$ cat src/rtl/spdif_cs_pkg.sv
package spdif_cs_pkg;
  typedef enum logic [1:0] {
    PRE_BLK  = 2'b00,
    PRE_RGT  = 2'b01,
    PRE_LFT  = 2'b10,
    PRE_NONE = 2'b11
  } pre_e;

  localparam int CS_BITS_DEF  = 40;
  localparam int FRAMES_DEF   = 192;
  localparam int POS_NONPCM   = 1;
  localparam int POS_EMPH_LO  = 3;
  localparam int EMPH_W       = 3;
  localparam int POS_FS_LO    = 24;
  localparam int FS_W         = 4;
  localparam int POS_ACC_LO   = 28;
  localparam int ACC_W        = 2;
  localparam logic [EMPH_W-1:0] EMPH_ON = 3'b001;
endpackage

$ cat src/rtl/spdif_cs_tracker.sv
module spdif_cs_tracker
  import spdif_cs_pkg::*;
#(
  parameter int CS_BITS = CS_BITS_DEF,
  parameter int FRAMES  = FRAMES_DEF,
  localparam int IDX_W  = $clog2(FRAMES),
  localparam int POS_W  = $clog2(CS_BITS)
) (
  input  logic             clk,
  input  logic             rst_n,
  input  logic             lock,
  input  logic             hs,
  input  logic [1:0]       pre,
  output logic             take_l,
  output logic             take_r,
  output logic [POS_W-1:0] pos_l,
  output logic [POS_W-1:0] pos_r,
  output logic             commit
);
  localparam logic [IDX_W:0]   LIMIT   = (IDX_W+1)'(CS_BITS);
  localparam logic [IDX_W:0]   LAST    = (IDX_W+1)'(CS_BITS - 1);
  localparam logic [IDX_W-1:0] IDX_MAX = '1;

  logic [IDX_W-1:0] idx;
  logic             in_blk;
  logic [IDX_W:0]   idx_inc;
  logic [IDX_W:0]   idx_ext;

  always_comb begin
    idx_ext = {1'b0, idx};
    idx_inc = idx_ext + 1'b1;
    take_l  = hs && lock && ((pre == PRE_BLK) ||
              (pre == PRE_LFT && in_blk && idx_inc < LIMIT));
    pos_l   = (pre == PRE_BLK) ? '0 : idx_inc[POS_W-1:0];
    take_r  = hs && lock && (pre == PRE_RGT) && in_blk && (idx_ext < LIMIT);
    pos_r   = idx_ext[POS_W-1:0];
    commit  = take_r && (idx_ext == LAST);
  end

  always_ff @(posedge clk or negedge rst_n) begin
    if (!rst_n) begin
      idx    <= '0;
      in_blk <= 1'b0;
    end else if (!lock) begin
      idx    <= '0;
      in_blk <= 1'b0;
    end else if (hs) begin
      if (pre == PRE_BLK) begin
        idx    <= '0;
        in_blk <= 1'b1;
      end else if (pre == PRE_LFT && in_blk && idx != IDX_MAX) begin
        idx <= idx + 1'b1;
      end
    end
  end
endmodule

$ cat src/rtl/spdif_cs_channel.sv
module spdif_cs_channel
  import spdif_cs_pkg::*;
#(
  parameter int CS_BITS = CS_BITS_DEF,
  localparam int POS_W  = $clog2(CS_BITS)
) (
  input  logic               clk,
  input  logic               rst_n,
  input  logic               lock,
  input  logic               take,
  input  logic [POS_W-1:0]   pos,
  input  logic               bit_in,
  input  logic               commit,
  output logic [CS_BITS-1:0] cap
);
  logic [CS_BITS-1:0] shadow;
  logic [CS_BITS-1:0] shadow_nxt;

  always_comb begin
    shadow_nxt = shadow;
    if (take) shadow_nxt[pos] = bit_in;
  end

  always_ff @(posedge clk or negedge rst_n) begin
    if (!rst_n) begin
      shadow <= '0;
      cap    <= '0;
    end else if (!lock) begin
      shadow <= '0;
      cap    <= '0;
    end else begin
      shadow <= shadow_nxt;
      if (commit) cap <= shadow_nxt;
    end
  end
endmodule

$ cat src/rtl/spdif_cs_fields.sv
module spdif_cs_fields
  import spdif_cs_pkg::*;
(
  input  logic              valid,
  input  logic              np_bit,
  input  logic [EMPH_W-1:0] emph_bits,
  input  logic [FS_W-1:0]   fs_bits,
  input  logic [ACC_W-1:0]  acc_bits,
  output logic              non_pcm,
  output logic [EMPH_W-1:0] emph,
  output logic [FS_W-1:0]   fs_code,
  output logic [ACC_W-1:0]  clk_acc,
  output logic              deemph_en
);
  always_comb begin
    non_pcm   = valid & np_bit;
    emph      = valid ? emph_bits : '0;
    fs_code   = valid ? fs_bits : '0;
    clk_acc   = valid ? acc_bits : '0;
    deemph_en = valid && !np_bit && (emph_bits == EMPH_ON);
  end
endmodule

$ cat src/rtl/spdif_cs_capture.sv
module spdif_cs_capture
  import spdif_cs_pkg::*;
#(
  parameter int CS_BITS = CS_BITS_DEF,
  parameter int FRAMES  = FRAMES_DEF
) (
  input  logic               clk,
  input  logic               rst_n,
  input  logic               lock,
  input  logic               sf_valid,
  output logic               sf_ready,
  input  logic [1:0]         sf_pre,
  input  logic               sf_cs,
  output logic               locked,
  output logic               mute_req,
  output logic               cs_valid,
  output logic [CS_BITS-1:0] cs_left,
  output logic [CS_BITS-1:0] cs_right,
  output logic               non_pcm,
  output logic [EMPH_W-1:0]  emph,
  output logic [FS_W-1:0]    fs_code,
  output logic [ACC_W-1:0]   clk_acc,
  output logic               deemph_en
);
  localparam int POS_W = $clog2(CS_BITS);
  localparam int NCH   = 2;

  logic             hs;
  logic             commit;
  logic             take [NCH];
  logic [POS_W-1:0] pos  [NCH];
  logic [CS_BITS-1:0] cap [NCH];
  logic             lock_q;
  logic             valid_q;

  assign sf_ready = 1'b1;
  assign hs       = sf_valid & sf_ready;

  spdif_cs_tracker #(.CS_BITS(CS_BITS), .FRAMES(FRAMES)) u_trk (
    .clk(clk), .rst_n(rst_n), .lock(lock), .hs(hs), .pre(sf_pre),
    .take_l(take[0]), .take_r(take[1]), .pos_l(pos[0]), .pos_r(pos[1]),
    .commit(commit)
  );

  for (genvar c = 0; c < NCH; c++) begin : g_ch
    spdif_cs_channel #(.CS_BITS(CS_BITS)) u_ch (
      .clk(clk), .rst_n(rst_n), .lock(lock), .take(take[c]), .pos(pos[c]),
      .bit_in(sf_cs), .commit(commit), .cap(cap[c])
    );
  end

  always_ff @(posedge clk or negedge rst_n) begin
    if (!rst_n) begin
      lock_q  <= 1'b0;
      valid_q <= 1'b0;
    end else begin
      lock_q <= lock;
      if (!lock)       valid_q <= 1'b0;
      else if (commit) valid_q <= 1'b1;
    end
  end

  assign cs_left  = cap[0];
  assign cs_right = cap[1];
  assign locked   = lock_q;
  assign mute_req = ~lock_q;
  assign cs_valid = valid_q;

  spdif_cs_fields u_fld (
    .valid(valid_q),
    .np_bit(cap[0][POS_NONPCM]),
    .emph_bits(cap[0][POS_EMPH_LO +: EMPH_W]),
    .fs_bits(cap[0][POS_FS_LO +: FS_W]),
    .acc_bits(cap[0][POS_ACC_LO +: ACC_W]),
    .non_pcm(non_pcm), .emph(emph), .fs_code(fs_code), .clk_acc(clk_acc),
    .deemph_en(deemph_en)
  );
endmodule

$ cat config.mk
export PLATFORM = sky130hd
export DESIGN_NAME = spdif_cs_capture
export DESIGN_NICKNAME = d
export VERILOG_FILES = /design/src/rtl/spdif_cs_pkg.sv /design/src/rtl/spdif_cs_tracker.sv /design/src/rtl/spdif_cs_channel.sv /design/src/rtl/spdif_cs_fields.sv /design/src/rtl/spdif_cs_capture.sv
export SDC_FILE = /design/constraint.sdc
export NUM_CORES = 1
export LEC_CHECK = 0
export ABC_AREA = 1
export BUFFER_PORTS_ARGS = -buffer_cell sky130_fd_sc_hd__buf_2
export CELL_PAD_IN_SITES_DETAIL_PLACEMENT = 2
export CELL_PAD_IN_SITES_GLOBAL_PLACEMENT = 2
export CORE_MARGIN = 2
export CORE_UTILIZATION = 37
export DETAILED_ROUTE_END_ITERATION = 6
export GPL_ROUTABILITY_DRIVEN = 0
export PLACE_DENSITY = 0.88
export SLEW_MARGIN = 20
export SYNTH_ARGS = -nofsm -noshare
export SYNTH_HDL_FRONTEND = slang
export SYNTH_SLANG_ARGS = --single-unit
export TNS_END_PERCENT = 1
$ cat constraint.sdc
create_clock -name clk -period 2.85 [get_ports clk]
set_input_delay 0.855 -clock clk [delete_from_list [all_inputs] [get_ports clk]]
set_output_delay 0.855 -clock clk [all_outputs]
set_load 0.02 [all_outputs]
==> qor.yml, run 1 <==
outcome: "finished clean"
cp_max_fo: 21
finalSetupTns_ns: 0
drc_errors: 0
synth.distinct_cells: 36
yosysWarnings: 0
clock_sinks: 171
relSlewSlack: 0.483
core.rowCount: 56
synthCells: 1141
cts-root-buf: "clkbuf_16"
min_period_ns: 2.72
setup_violations: 0
reg2regPathDepth: 12
io_pins: 102
hold_violations: 0
antenna_found_initial: 0
start_util: 0.380
vdd_drop_max_uv: 365
syn_to_final_growth_pct: 17.4
hold_class: "in -> async"
maxSlewViolCount: 0
final_common_cell: "nand2_1"
synth_area_leaders: "dfrtp_1, nand2_1, nand3_1"
crit_arrival_ns: 3.11
fin_cells: 1563
path_class: "reg -> reg"
yosysSeqAreaShare: 0.477
synth.avg_cell_area_um2: 7.86
wl_per_cell_um: 23.8
clk_latency_ns: 0.45
drtIter0Drc: 742
overflow: 0
postCtsHoldBufs: 0
place_inst: 1531
port_buffers: 100
wl_mm: 37.2
grt_max_degree: 70
post-route-period-util: 0.956
synth_edf_count: 0
critPathLaunchType: "register"
grt_first_pass_wirelength_mm: 58.8
async_flop_share: 1.00
cp.required_ns: 3.24
via_count: 8990
syn-cell-area_um2: 8970
layout_common_cells: "nand2_1, nand3_1, dfrtp_1"
regToRegSetupSlack_ns: 0.13
grt_pass1_vias: 9969
finalNetCount: 1239
final.fill_count: 2679
layout-drive-gt1-share: 0.202
synth_top_area_frac: 0.477
first_pass_iters: 5
viasPerCell: 5.75
cts_buffer_depth: 2
synth-seq-cells: 171
core_area_um2: 23600
htreeDepth: 4
synth_flop_cell: "dfrtp_1"
diodes: 0
die_area_um2: 25500
power_density_nw_per_um2: 522
syn_nets: 1149
clock.fmax_mhz: 367
yosysTopAreaCell: "dfrtp_1"
cts-buffers-inserted: 17
antenna_left: 0
dieWidth_um: 160
fin_skew_ns: 0.0169
crit_path_end_kind: "register"
clk_pin_slew_ns: 0.08
worst_slew_pin_slew_ns: 0.773
max_cap_violations: 0
cts_tree: "done"
p_leak_nw: 5.52
dp_hpwl_mm: 20.9
grt_use_total: 0.290
die_h_um: 160
[timing repair]
action / in CTS / in global routing
hold endpoints to repair: 0 / 0
setup buffers: 0 / 0
resized for setup: 0 / 4
endpoints found under the setup margin: 0 / 17
[path summary, 6_finish.rpt]
kind,endpoint,start
setup / recovery,g_ch[0].u_ch.cap[37]$_DFFE_PN0P_,u_trk.idx[0]$_DFFE_PN0P_
hold / removal,g_ch[0].u_ch.cap[37]$_DFFE_PN0P_,rst_n
setup reg to reg,g_ch[0].u_ch.cap[37]$_DFFE_PN0P_,u_trk.idx[0]$_DFFE_PN0P_
hold reg to reg,g_ch[1].u_ch.cap[4]$_DFFE_PN0P_,g_ch[1].u_ch.cap[4]$_DFFE_PN0P_
max in group asynchronous,u_trk.idx[2]$_DFFE_PN0P_,rst_n
min in group clk,g_ch[1].u_ch.cap[4]$_DFFE_PN0P_,g_ch[1].u_ch.cap[4]$_DFFE_PN0P_
[cell type report]
class | count | area (um2) | area share
Clock buffer | 18 | 429 | 0.0408
Clock inverter | 14 | 183 | 0.0174
Inverter | 69 | 267 | 0.0253
Multi-Input combinational cell | 825 | 4050 | 0.385
Sequential cell | 171 | 4280 | 0.407
Tap cell | 319 | 399 | 0.0379
Timing Repair Buffer | 147 | 916 | 0.0870
[cells by family after synthesis]
group / Yosys count / synth area share
multiplexers: 17 / 0.0213
adder cells (fa/ha/maj): 1 / 0.00139
AND/OR/NAND/NOR: 679 / 0.351
flip-flops: 171 / 0.477
other: 1 / 0.000418
buffers and inverters: 145 / 0.0721
XOR/XNOR: 1 / 0.000977
AO/OA/AOI/OAI: 126 / 0.0756
[Yosys cell counts (all sizes together) (9+ instances only)]
cell type / n
o21bai: 17
nand3: 215
inv: 67
dfrtp: 171
clkbuf: 39
mux2: 17
nor2: 47
a21oi: 63
buf: 37
nor3: 9
o21ai: 45
nand2: 367
nand4: 39
[per-layer routing]
| metal | global-route usage | share of wire | vias up |
|---|---|---|---|
| li1 | - | - | 3955 |
| met3 | 0.0413 | 0.043 | 66 |
| met2 | 0.506 | 0.51 | 274 |
| met1 | 0.372 | 0.43 | 4695 |
| met5 | 0 | 0 | - |
| met4 | 0.0930 | 0.021 | 0 |
[where the power goes]
part | switching (W) | leakage, nW | internal [W] | total (W)
Sequential | 0.00000884 | 2.38 | 0.00243 | 0.00244
Clock | 0.00116 | 0.294 | 0.00140 | 0.00256
Combinational | 0.000389 | 2.84 | 0.000109 | 0.000498
Total | 0.00156 | 5.52 | 0.00394 | 0.00550
[registers in the layout (all words and copies together), names as in the netlist]
name / cells
u_trk.in_blk: 1
g_ch.u_ch.cap: 80
g_ch.u_ch.shadow: 80
locked: 1
cs_valid: 1
u_trk.idx: 8
[critical path, stage by stage (launching register included)]
cell and delay (ns):
dfrtp_1 0.37, ha_1 0.28, nand3_1 0.17, nor2_1 0.22
xor2_1 0.16, nor2_1 0.27, nand3_4 0.27, nand2_8 0.26
buf_4 0.20, nand2_1 0.11, nand2_1 0.13, nand3_1 0.09
nand2_1 0.14
[stage by stage]
step | total power (W) | util | setup slack (ns) | area (um2) | hold WS [ns]
after floorplan | 0.00273 | - | 0.536 | 8970 | 0.484
after global placement | 0.00293 | 0.419 | 0.203 | 9900 | 0.465
after detailed placement | 0.00295 | 0.419 | 0.128 | 9900 | 0.491
after CTS | 0.00551 | 0.445 | 0.124 | 10500 | 0.355
after global routing | 0.00565 | 0.446 | -0.0388 | 10500 | 0.362
final | 0.00550 | 0.446 | 0.125 | 10500 | 0.346
Note: power is estimated with default switching activity, not from simulation.
==> inputs of run 2 (changes only) <==
--- a/config.mk
+++ b/config.mk
@@ -11,11 +11,13 @@
 export CELL_PAD_IN_SITES_GLOBAL_PLACEMENT = 2
 export CORE_MARGIN = 2
 export CORE_UTILIZATION = 37
+export CTS_CLUSTER_DIAMETER = 40
 export DETAILED_ROUTE_END_ITERATION = 6
 export GPL_ROUTABILITY_DRIVEN = 0
 export PLACE_DENSITY = 0.88
 export SLEW_MARGIN = 20
 export SYNTH_ARGS = -nofsm -noshare
 export SYNTH_HDL_FRONTEND = slang
+export SYNTH_HIERARCHICAL = 1
 export SYNTH_SLANG_ARGS = --single-unit
 export TNS_END_PERCENT = 1
==> qor.yml, run 2 <==
r2r-start: "u_trk/idx[4]$_DFFE_PN0P_"
crit_top_cell: "nand2_2"
syn-cell-area_um2: 8510  # -5.1%
clock.fmax_mhz: 371  # +1.1%
diodes: 0  # unchanged
cts_tree: "done"
synth-seq-cells: 171  # unchanged
async_flop_share: 1.00  # unchanged
core.rowCount: 55  # -1.8%
total_power_w: 0.00513  # -6.7%
path_delay_family: "simple AND/OR/NAND/NOR gates"
cts_buffer_depth: 2  # unchanged
crit_arrival_ns: 3.03  # -0.08 ns
synth.distinct_cells: 30  # -17%
wl_per_cell_um: 22.0  # -7.4%
final_common_cell: "nand2_1"
yosysTopAreaCell: "dfrtp_1"
crit_buf_inv: 1  # unchanged
overflow: 0  # unchanged
fin_skew_ns: 0.0219  # +0.00498 ns
critPathSlowestCell: "dfrtp_1"
synth_top_area_frac: 0.503  # +0.0255
path_cells: "nand2_2 -> inv_1 -> nor3_1 -> nand4_1 -> a21oi_2 -> nand2_2 -> nor2_4 -> nand3_1 -> and3_1"
syn_nets: 1074  # -6.5%
path_class: "reg -> reg"
relSlewSlack: 0.443  # -0.0394
synth_flop_cell: "dfrtp_1"
clk_latency_ns: 0.46  # about the same
cp.required_ns: 3.18  # -0.06 ns
die_h_um: 156  # -2.5%
grt_setup_unrepaired: "yes"
fin_cells: 1448  # -7.4%
yosysWarnings: 6  # +6
vdd_drop_max_uv: 355  # -2.8%
setup_violations: 0  # unchanged
place_inst: 1415  # -7.6%
dp_hpwl_mm: 18.7  # -11%
max_cap_violations: 0  # unchanged
clock_sinks: 171  # unchanged
p_leak_nw: 5.70  # +3.3%
power_density_nw_per_um2: 515  # -1.4%
fin_util: 0.440  # -0.00595
startpoint: "u_trk/idx[4]$_DFFE_PN0P_"
grt_max_degree: 167  # +140%
synth.avg_cell_area_um2: 7.99  # +1.6%
grt_pass1_vias: 8984  # -9.9%
io_pins: 102  # unchanged
grt_first_pass_wirelength_mm: 51.4  # -13%
drtIter0Drc: 453  # -39%
yosysMostFrequentCell: "nand2_1"
antenna_left: 0  # unchanged
synth_area_leaders: "dfrtp_1, nand2_1, nand4_1"
setup_ws_ns: 0.156  # +0.0301 ns
grt_use_total: 0.274  # -0.0166
htreeDepth: 4  # unchanged
worst_slew_pin_slew_ns: 0.832  # +0.0588 ns
place_ws_ns: -0.0763  # -0.204 ns
hold_violations: 0  # unchanged
via_count: 7997  # -11%
yosysSeqAreaShare: 0.503  # +0.0255
finalNetCount: 1158  # -6.5%
antenna_found_initial: 0  # unchanged
cts-root-buf: "clkbuf_16"
cts-buffers-inserted: 17  # unchanged
critPathLaunchType: "register"
syn_to_final_growth_pct: 17.0
outcome: "finished clean"
clk_pin_slew_ns: 0.08  # about the same
first_pass_iters: 5  # unchanged
layout-drive-gt1-share: 0.180  # -0.0221
synth.top_cells.by_count: "nand2_1, dfrtp_1, inv_1, nand3_1, nand4_1"
die_area_um2: 24200  # -5.0%
start_util: 0.376  # -0.00380
slowest_delay_ns: 0.54  # +0.17 ns
reg_top3: "g_ch.u_ch/cap: 80 flops, g_ch.u_ch/shadow: 80 flops, u_trk/idx: 8 flops"
min_period_ns: 2.69  # -0.0301 ns
cp_max_fo: 16  # -24%
hold_class: "in -> async"
viasPerCell: 5.52  # -4.0%
layout_common_cells: "nand2_1, dfrtp_1, inv_1"
port_buffers: 100  # unchanged
synthCells: 1066  # -6.6%
synth_edf_count: 0  # unchanged
maxSlewViolCount: 0  # unchanged
core_area_um2: 22600  # -4.1%
drc_errors: 0  # unchanged
post-route-period-util: 0.945  # -0.0106
dieWidth_um: 156  # -2.5%
crit_path_end_kind: "register"
wl_mm: 31.9  # -14%
run 2: where the power goes:
| part | internal, W | switching, W |
|---|---|---|
| Sequential | 0.00243 | 0.00000170 |
| Clock | 0.00127 | 0.00122 |
| Combinational | 0.0000348 | 0.000170 |
| Total | 0.00374 | 0.00139 |
run 2: timing repair:
item                                    CTS  global route
setup buffers                             0             1
gates resized for setup                   1             3
hold buffers                              0             0
endpoints found under the setup margin    1            89
pin swaps                                 0             2
gates cloned                              0             0
run 2: layout make-up:
type                            instances  area (um2)
Fill cell                            2560       12700
Sequential cell                       171        4280
Multi-Input combinational cell        703        3400
Timing Repair Buffer                  129         815
Inverter                              128         480
Clock buffer                           17         425
Tap cell                              285         357
Clock inverter                         15         198
run 2: final timing paths:
kind                            slack (ns)  cells after the start                           endpoint
max in group asynchronous             1.63                      2    g_ch[0].u_ch/cap[1]$_DFFE_PN0P_
worst min-delay path                  0.38                      1   g_ch[1].u_ch/shadow[9]$_DFF_PN0_
min in group clk                      0.47                      2   g_ch[1].u_ch/cap[30]$_DFFE_PN0P_
worst max register to register        0.16                      9  g_ch[1].u_ch/shadow[19]$_DFF_PN0_
worst min register to register        0.47                      2   g_ch[1].u_ch/cap[30]$_DFFE_PN0P_
worst max-delay path                  0.16                      9  g_ch[1].u_ch/shadow[19]$_DFF_PN0_
run 2: metrics by stage:
step / hold slack (ns) / cell area [um2] / TNS (ns)
floorplan: 0.485 / 8510 / 0
global placement: 0.458 / 9310 / 0
detailed placement: 0.461 / 9310 / -1.18
CTS: 0.400 / 9930 / 0
global route: 0.419 / 9960 / -0.792
finish: 0.377 / 9960 / 0
run 2: cells by family (layout without fill, tap and decap cells):
family | Yosys count | in the layout | share of synthesized area
AO/OA/AOI/OAI | 13 | 13 | 0.00999
adder cells (fa/ha/maj) | 1 | 1 | 0.00147
buffers and inverters | 192 | 289 | 0.0995
flip-flops | 171 | 171 | 0.503
other | 1 | 1 | 0.000440
AND/OR/NAND/NOR | 688 | 688 | 0.386
run 2: layer usage:
layer	vias to the layer above	wire length, um	global-route usage
met3	75	1080	0.0381
met5	-	0	0
met1	4136	12900	0.330
met2	209	16800	0.488
met4	0	1150	0.120
li1	3577	-	-
